**config.mk**
```make
export PLATFORM = sky130hd
export DESIGN_NAME = eee_lpi_ctrl
export DESIGN_NICKNAME = d
export VERILOG_FILES = /design/src/rtl/eee_lpi_pkg.sv /design/src/rtl/lpi_link_timer.sv /design/src/rtl/lpi_wake_timer.sv /design/src/rtl/lpi_status.sv /design/src/rtl/lpi_fsm.sv /design/src/rtl/eee_lpi_ctrl.sv
export SDC_FILE = /design/constraint.sdc
export NUM_CORES = 1
export LEC_CHECK = 0
export ABC_AREA = 0
export BUFFER_PORTS_ARGS = -buffer_cell sky130_fd_sc_hd__buf_2
export CELL_PAD_IN_SITES_DETAIL_PLACEMENT = 0
export CELL_PAD_IN_SITES_GLOBAL_PLACEMENT = 1
export CORE_ASPECT_RATIO = 1.2
export CORE_MARGIN = 5
export CORE_UTILIZATION = 45
export DETAILED_ROUTE_END_ITERATION = 12
export PLACE_DENSITY = 0.86
export SYNTH_ARGS = -nofsm -noshare
export SYNTH_HDL_FRONTEND = slang
export SYNTH_SLANG_ARGS = --single-unit
```
**constraint.sdc**
```tcl
create_clock -name clk -period 4.9 [get_ports clk]
set_input_delay 0.735 -clock clk [delete_from_list [all_inputs] [get_ports clk]]
set_output_delay 0.735 -clock clk [all_outputs]
set_load 0.05 [all_outputs]
```
**src/rtl/eee_lpi_pkg.sv**
```systemverilog
package eee_lpi_pkg;

    typedef enum logic [1:0] {
        ST_ACTIVE = 2'd0,
        ST_LPI    = 2'd1,
        ST_WAKE   = 2'd2
    } lpi_state_e;

    // control/status word bit positions
    localparam int unsigned STS_TX_ENT = 0;
    localparam int unsigned STS_TX_EXT = 1;
    localparam int unsigned STS_RX_ENT = 2;
    localparam int unsigned STS_RX_EXT = 3;
    localparam int unsigned STS_TX_LVL = 8;
    localparam int unsigned STS_RX_LVL = 9;
    localparam int unsigned CTL_EN     = 16;
    localparam int unsigned CTL_AUTO   = 17;
    localparam int unsigned CTL_LINK   = 18;

    // timer word field positions
    localparam int unsigned TW_LSB = 0;
    localparam int unsigned LS_LSB = 16;

    localparam int unsigned N_EVENTS = 4;

    typedef struct packed {
        logic link_good;
        logic auto_mode;
        logic en;
    } lpi_ctrl_t;

endpackage

```
**src/rtl/lpi_link_timer.sv**
```systemverilog
module lpi_link_timer #(
    parameter int unsigned LS_W  = 11,
    parameter int unsigned MS_US = 1000
) (
    input  logic            clk,
    input  logic            rst_n,
    input  logic            us_tick,
    input  logic            link_good,
    input  logic            restart,
    input  logic [LS_W-1:0] ls_limit,
    output logic            stable
);
    localparam int unsigned PRE_W = (MS_US > 1) ? $clog2(MS_US) : 1;
    localparam logic [PRE_W-1:0] PRE_LAST = PRE_W'(MS_US - 1);

    logic [PRE_W-1:0] pre_q;
    logic [LS_W-1:0]  ms_q;

    always_ff @(posedge clk) begin
        if (!rst_n) begin
            pre_q <= '0;
            ms_q  <= '0;
        end else if (!link_good || restart) begin
            pre_q <= '0;
            ms_q  <= '0;
        end else if (us_tick) begin
            if (pre_q == PRE_LAST) begin
                pre_q <= '0;
                if (ms_q < ls_limit) begin
                    ms_q <= ms_q + 1'b1;
                end
            end else begin
                pre_q <= pre_q + 1'b1;
            end
        end
    end

    assign stable = link_good && (ms_q >= ls_limit);

    // a dropped link flag leaves the count at zero
    a_r4_drop_clears_count: assert property (@(posedge clk) disable iff (!rst_n)
        (!link_good) |=> (ms_q == '0 && pre_q == '0));

    // a timer write restarts the millisecond count
    a_r10_link_restart: assert property (@(posedge clk) disable iff (!rst_n)
        (restart) |=> (ms_q == '0));

endmodule

```
**src/rtl/lpi_wake_timer.sv**
```systemverilog
module lpi_wake_timer #(
    parameter int unsigned TW_W = 16
) (
    input  logic            clk,
    input  logic            rst_n,
    input  logic            us_tick,
    input  logic            start,
    input  logic            run,
    input  logic            restart,
    input  logic [TW_W-1:0] tw_limit,
    output logic            done
);
    logic [TW_W-1:0] cnt_q;

    always_ff @(posedge clk) begin
        if (!rst_n) begin
            cnt_q <= '0;
        end else if (start || restart) begin
            cnt_q <= '0;
        end else if (run && us_tick && (cnt_q != '1)) begin
            cnt_q <= cnt_q + 1'b1;
        end
    end

    assign done = run && (cnt_q >= tw_limit);

    // a timer write restarts the wake count
    a_r10_wake_restart: assert property (@(posedge clk) disable iff (!rst_n)
        (restart) |=> (cnt_q == '0));

endmodule

```
**src/rtl/lpi_status.sv**
```systemverilog
module lpi_status #(
    parameter int unsigned N = 4
) (
    input  logic         clk,
    input  logic         rst_n,
    input  logic [N-1:0] set,
    input  logic         clr,
    output logic [N-1:0] sticky,
    output logic         irq
);
    logic [N-1:0] sticky_q;

    for (genvar i = 0; i < N; i++) begin : g_bit
        always_ff @(posedge clk) begin
            if (!rst_n) begin
                sticky_q[i] <= 1'b0;
            end else if (set[i]) begin
                sticky_q[i] <= 1'b1;
            end else if (clr) begin
                sticky_q[i] <= 1'b0;
            end
        end
    end

    assign sticky = sticky_q;
    assign irq    = |sticky_q;

    // a read with no new event leaves every bit clear
    a_r9_read_clears: assert property (@(posedge clk) disable iff (!rst_n)
        (clr && set == '0) |=> (sticky_q == '0));

    // an event is recorded even when it meets a read
    a_r8_event_sticks: assert property (@(posedge clk) disable iff (!rst_n)
        (set != '0) |=> ((sticky_q & $past(set)) == $past(set)));

endmodule

```
**src/rtl/lpi_fsm.sv**
```systemverilog
module lpi_fsm
    import eee_lpi_pkg::*;
(
    input  logic       clk,
    input  logic       rst_n,
    input  logic       en_any,
    input  logic       auto_mode,
    input  logic       link_good,
    input  logic       link_stable,
    input  logic       tx_idle,
    input  logic       tx_req,
    input  logic       wake_done,
    output lpi_state_e state_o,
    output logic       enter_o,
    output logic       exit_o
);
    lpi_state_e state_q, state_d;

    always_ff @(posedge clk) begin
        if (!rst_n) begin
            state_q <= ST_ACTIVE;
        end else begin
            state_q <= state_d;
        end
    end

    always_comb begin
        state_d = state_q;
        unique case (state_q)
            ST_ACTIVE: begin
                if (en_any && link_stable && tx_idle && !tx_req) begin
                    state_d = ST_LPI;                       // T_ENTER
                end
            end
            ST_LPI: begin
                if (!en_any || !link_good || (auto_mode && tx_req)) begin
                    state_d = ST_WAKE;                      // T_EXIT
                end
            end
            ST_WAKE: begin
                if (wake_done) begin
                    state_d = ST_ACTIVE;                    // T_RESUME
                end
            end
            default: state_d = ST_ACTIVE;
        endcase
    end

    always_comb begin
        state_o = state_q;
        enter_o = (state_q == ST_ACTIVE) && (state_d == ST_LPI);
        exit_o  = (state_q == ST_LPI) && (state_d == ST_WAKE);
    end

    // entry only from a stable, enabled, idle condition
    a_r3_entry_gated: assert property (@(posedge clk) disable iff (!rst_n)
        (state_q == ST_LPI && $past(state_q) == ST_ACTIVE)
            |-> $past(link_stable && en_any && tx_idle));

    // with no enable the transmitter leaves LPI next cycle
    a_r7_disable_exits: assert property (@(posedge clk) disable iff (!rst_n)
        (state_q == ST_LPI && !en_any) |=> (state_q == ST_WAKE));

    // manual mode ignores transmit requests
    a_r5_manual_holds: assert property (@(posedge clk) disable iff (!rst_n)
        (state_q == ST_LPI && en_any && !auto_mode && link_good) |=> (state_q == ST_LPI));

    // resume only after the wake wait reports done
    a_r6_resume_after_wait: assert property (@(posedge clk) disable iff (!rst_n)
        (state_q == ST_ACTIVE && $past(state_q) == ST_WAKE) |-> $past(wake_done));

endmodule

```
**src/rtl/eee_lpi_ctrl.sv**
```systemverilog
module eee_lpi_ctrl
    import eee_lpi_pkg::*;
#(
    parameter int unsigned TW_W     = 16,
    parameter int unsigned LS_W     = 11,
    parameter int unsigned MS_US    = 1000,
    parameter int unsigned LS_RESET = 1000,
    parameter int unsigned TW_RESET = 0
) (
    input  logic        clk,
    input  logic        rst_n,
    input  logic        reg_wr,
    input  logic        reg_rd,
    input  logic        reg_sel,
    input  logic [31:0] reg_wdata,
    output logic [31:0] reg_rdata,
    input  logic        us_tick,
    input  logic        tx_idle,
    input  logic        tx_req,
    input  logic        rx_lpi,
    output logic        tx_lpi,
    output logic        tx_ready,
    output logic        lpi_irq
);
    localparam int unsigned DATA_W = 32;
    localparam int unsigned LS_TOP = LS_LSB + LS_W;

    lpi_ctrl_t       ctrl_q;
    logic [TW_W-1:0] tw_q;
    logic [LS_W-1:0] ls_q;
    logic            rx_q;
    logic            timer_wr;
    logic            status_rd;
    logic            en_any;
    logic            link_stable;
    logic            wake_done;
    logic            tx_enter;
    logic            tx_exit;
    lpi_state_e      state;
    logic [N_EVENTS-1:0] ev_set;
    logic [N_EVENTS-1:0] sticky;
    logic            unused_wdata_bits;

    assign timer_wr  = reg_wr && reg_sel;
    assign status_rd = reg_rd && !reg_sel;
    assign en_any    = ctrl_q.en || ctrl_q.auto_mode;
    assign unused_wdata_bits = ^reg_wdata[DATA_W-1:LS_TOP];

    // register words
    always_ff @(posedge clk) begin
        if (!rst_n) begin
            ctrl_q <= '0;
            tw_q   <= TW_W'(TW_RESET);
            ls_q   <= LS_W'(LS_RESET);
        end else if (reg_wr) begin
            if (reg_sel) begin
                tw_q <= reg_wdata[TW_LSB +: TW_W];
                ls_q <= reg_wdata[LS_LSB +: LS_W];
            end else begin
                ctrl_q.en        <= reg_wdata[CTL_EN];
                ctrl_q.auto_mode <= reg_wdata[CTL_AUTO];
                ctrl_q.link_good <= reg_wdata[CTL_LINK];
            end
        end
    end

    // receive LPI edge detection
    always_ff @(posedge clk) begin
        if (!rst_n) begin
            rx_q <= 1'b0;
        end else begin
            rx_q <= rx_lpi;
        end
    end

    always_comb begin
        ev_set             = '0;
        ev_set[STS_TX_ENT] = tx_enter;
        ev_set[STS_TX_EXT] = tx_exit;
        ev_set[STS_RX_ENT] = rx_lpi && !rx_q;
        ev_set[STS_RX_EXT] = !rx_lpi && rx_q;
    end

    lpi_link_timer #(
        .LS_W  (LS_W),
        .MS_US (MS_US)
    ) u_link (
        .clk       (clk),
        .rst_n     (rst_n),
        .us_tick   (us_tick),
        .link_good (ctrl_q.link_good),
        .restart   (timer_wr),
        .ls_limit  (ls_q),
        .stable    (link_stable)
    );

    lpi_wake_timer #(
        .TW_W (TW_W)
    ) u_wake (
        .clk      (clk),
        .rst_n    (rst_n),
        .us_tick  (us_tick),
        .start    (tx_exit),
        .run      (state == ST_WAKE),
        .restart  (timer_wr),
        .tw_limit (tw_q),
        .done     (wake_done)
    );

    lpi_fsm u_fsm (
        .clk         (clk),
        .rst_n       (rst_n),
        .en_any      (en_any),
        .auto_mode   (ctrl_q.auto_mode),
        .link_good   (ctrl_q.link_good),
        .link_stable (link_stable),
        .tx_idle     (tx_idle),
        .tx_req      (tx_req),
        .wake_done   (wake_done),
        .state_o     (state),
        .enter_o     (tx_enter),
        .exit_o      (tx_exit)
    );

    lpi_status #(
        .N (N_EVENTS)
    ) u_status (
        .clk    (clk),
        .rst_n  (rst_n),
        .set    (ev_set),
        .clr    (status_rd),
        .sticky (sticky),
        .irq    (lpi_irq)
    );

    assign tx_lpi   = (state == ST_LPI);
    assign tx_ready = (state == ST_ACTIVE);

    always_comb begin
        reg_rdata = '0;
        if (reg_sel) begin
            reg_rdata[TW_LSB +: TW_W] = tw_q;
            reg_rdata[LS_LSB +: LS_W] = ls_q;
        end else begin
            reg_rdata[N_EVENTS-1:0] = sticky;
            reg_rdata[STS_TX_LVL]   = tx_lpi;
            reg_rdata[STS_RX_LVL]   = rx_lpi;
            reg_rdata[CTL_EN]       = ctrl_q.en;
            reg_rdata[CTL_AUTO]     = ctrl_q.auto_mode;
            reg_rdata[CTL_LINK]     = ctrl_q.link_good;
        end
    end

    // a receive LPI rise raises the interrupt on the next cycle
    a_r8_rx_rise_irq: assert property (@(posedge clk) disable iff (!rst_n)
        (rx_lpi && !rx_q) |=> lpi_irq);

    // an automatic-mode request in LPI leaves LPI next cycle
    a_r5_auto_exit: assert property (@(posedge clk) disable iff (!rst_n)
        (tx_lpi && ctrl_q.auto_mode && tx_req) |=> !tx_lpi);

endmodule

```
==> results.sh <==
export IMPL_fp_coreArea_mm2=0.00903
export IMPL_synthTopCellsByCount="81 x nand2_1, 74 x dfxtp_1, 36 x inv_1"
export IMPL_clk_latency_ps=350
export IMPL_clk_path_buf_depth=2
export IMPL_yosysSeqAreaShare=0.359
export IMPL_yosysWarnings=0
export IMPL_synth_most_common_cell="nand2_1"
export IMPL_ant_nets=0
export IMPL_drc=0
export IMPL_die_x_um=97.5
export IMPL_post_cts_buffers=0
export IMPL_period_minus_slack_ps=2570
export IMPL_final_max_slew_viol_count=0
export IMPL_htreeDepth=3
export IMPL_cts_tree="built"
export IMPL_tns_ps=0
export IMPL_drt_first_pass_iters=4
export IMPL_grt_pass1_vias=3502
export IMPL_grt_max_degree=43
export IMPL_synth_top_cell_area_share=0.359
export IMPL_root_buffer="clkbuf_8"
export IMPL_dp_slack_ps=2200
export IMPL_cts_hold_buffers_added=0
export IMPL_end_kind="output port"
export IMPL_synth_edf_count=0
export IMPL_finalSetupViolCount=0
export IMPL_final_nets=625
export IMPL_synth_cell_types=52
export IMPL_syn_inst=495
export IMPL_critical_path_arrival_ps=1840
export IMPL_drt_iter0_markers=113
export IMPL_finClkSkew_ps=9.01
export IMPL_setup_ws_ps=2330
export IMPL_p_per_area_mw_per_mm2=270
export IMPL_num_rows=38
export IMPL_cts_sinks=74
export IMPL_worstPathMaxFanout=32
export IMPL_ys_top_cells_by_area="dfxtp_1 36%, ha_1 9.1%, nand2_1 7.4%"
export IMPL_grt_pass1_wl_um=16700
export IMPL_tightest_slew_ps=1270
export IMPL_syn_to_final_growth_pct=13.9
export IMPL_synth_area_mm2=0.00413
export IMPL_syn_avg_cell_area_um2=8.35
export IMPL_insertedDiodeCount=0
export IMPL_hpwl_um=7340
export IMPL_cts_clk_slew_worst_paths_ps=70
export IMPL_hold_ws_ps=482
export IMPL_cp_start_kind="input port"
export IMPL_fin_crit_sh=0.525
export IMPL_wl_per_cell_um=14.4
export IMPL_async_flop_share=0
export IMPL_path_class="input port to output port"
export IMPL_max_freq_mhz=388
export IMPL_synth_largest_area_cell="dfxtp_1"
export IMPL_dp_cells=663
export IMPL_cts_buffers_inserted=9
export IMPL_status="complete, no violations"
export IMPL_layout_drive_gt1_share=0.181
export IMPL_grt_overflow=0
export IMPL_port_buffers=65
export IMPL_ys_seq_elements=74
export IMPL_fillers=878
export IMPL_io_pins=76
export IMPL_rsz0062_at_grt="false"
export IMPL_antenna_found_initial=0
export IMPL_fin_cells=678
export IMPL_slew_headroom=0.154
export IMPL_synth_ff_type="dfxtp_1"
export IMPL_hold_violations=0
export IMPL_grt_usage=0.183
export IMPL_routed_wl_um=9750
export IMPL_p_leak_nw=1.93
export IMPL_hp_class="flip-flop to flip-flop"
export IMPL_dieArea_mm2=0.0112
export IMPL_vdd_drop_max_mv=0.150
export IMPL_cp_required_ps=4160
export IMPL_start_util=0.457
export IMPL_via_per_inst=5.15
export IMPL_cts_resized_gates=0
export IMPL_vias=3493
export IMPL_die_h_um=115
export IMPL_cap_violations=0
export IMPL_gp_congestion=0.822
==> cells in the final DEF (no fill, tap or decap), types with 12 or more instances in the layout <==
cell	count
clkbuf_8	12
inv_1	36
xnor2_1	19
ha_1	30
nor2_1	35
nand2_1	81
a21oi_1	26
and2_1	21
a21boi_0	22
dfxtp_1	74
buf_2	65
==> power breakdown <==
group,internal [mW],total (mW),switching [mW]
Sequential,0.615,0.625,0.00956
Clock,0.274,0.494,0.220
Combinational,0.0485,0.152,0.104
Total,0.937,1.27,0.333
==> path summary, 6_finish.rpt <==
kind / startpoint / endpoint / slack [ps] / cells after the start
min reg2reg: tw_q[9]$_SDFFE_PN0P_ / tw_q[9]$_SDFFE_PN0P_ / 480 / 2
max: reg_sel / reg_rdata[1] / 2330 / 3
max reg2reg: ls_q[10]$_SDFFE_PN0P_ / u_link.ms_q[5]$_SDFFE_PP0P_ / 2550 / 7
min: tw_q[9]$_SDFFE_PN0P_ / tw_q[9]$_SDFFE_PN0P_ / 480 / 2
==> layer usage <==
layer	part of all wire	wire (um)	track usage
met5	0	0	0
met4	0.019	181	0.0720
met3	0.041	397	0.0322
met2	0.50	4910	0.339
met1	0.44	4260	0.208
==> metrics by stage <==
stage               total power [mW]  utilization  cell area (um2)
floorplan                      0.751            -             4150
global placement               0.790        0.498             4500
detailed placement             0.792        0.498             4500
CTS                             1.29        0.521             4710
global route                    1.33        0.521             4710
finish                          1.27        0.521             4710
==> state kept, by name (all words and copies together) (netlist names) <==
| name | count |
|---|---|
| tw_q | 16 |
| u_wake.cnt_q | 16 |
| ls_q | 11 |
| u_link.ms_q | 11 |
| u_link.pre_q | 10 |
| u_status.sticky | 4 |
| ctrl_q | 3 |
| u_fsm.state_o | 2 |
| rx_q | 1 |
==> worst max-delay path, stage by stage <==
cell and delay [ps]:
buf_2 470, mux2_2 410, buf_2 210
==> cell type report <==
class | instances | area, um2 | share of cell area
Tap cell | 120 | 150 | 0.0319
Multi-Input combinational cell | 367 | 2400 | 0.511
Clock buffer | 13 | 169 | 0.0359
Clock inverter | 2 | 35.0 | 0.00744
Inverter | 36 | 135 | 0.0287
Timing Repair Buffer | 66 | 333 | 0.0707
Sequential cell | 74 | 1480 | 0.315
==> cell families (layout without fill, tap and decap cells) <==
kind of cell	after synthesis	in the layout	share of synthesized area
other	1	5	0.000908
xor gates and xnor gates	23	23	0.0488
adders and majority gates	30	30	0.0909
AOI/OAI and AO/OA	87	87	0.146
DFF	74	74	0.359
muxes	16	16	0.0415
buffers and inverters	58	117	0.0633
and+or+nand+nor	206	206	0.250
No activity file was read; power rests on OpenSTA's default activity.
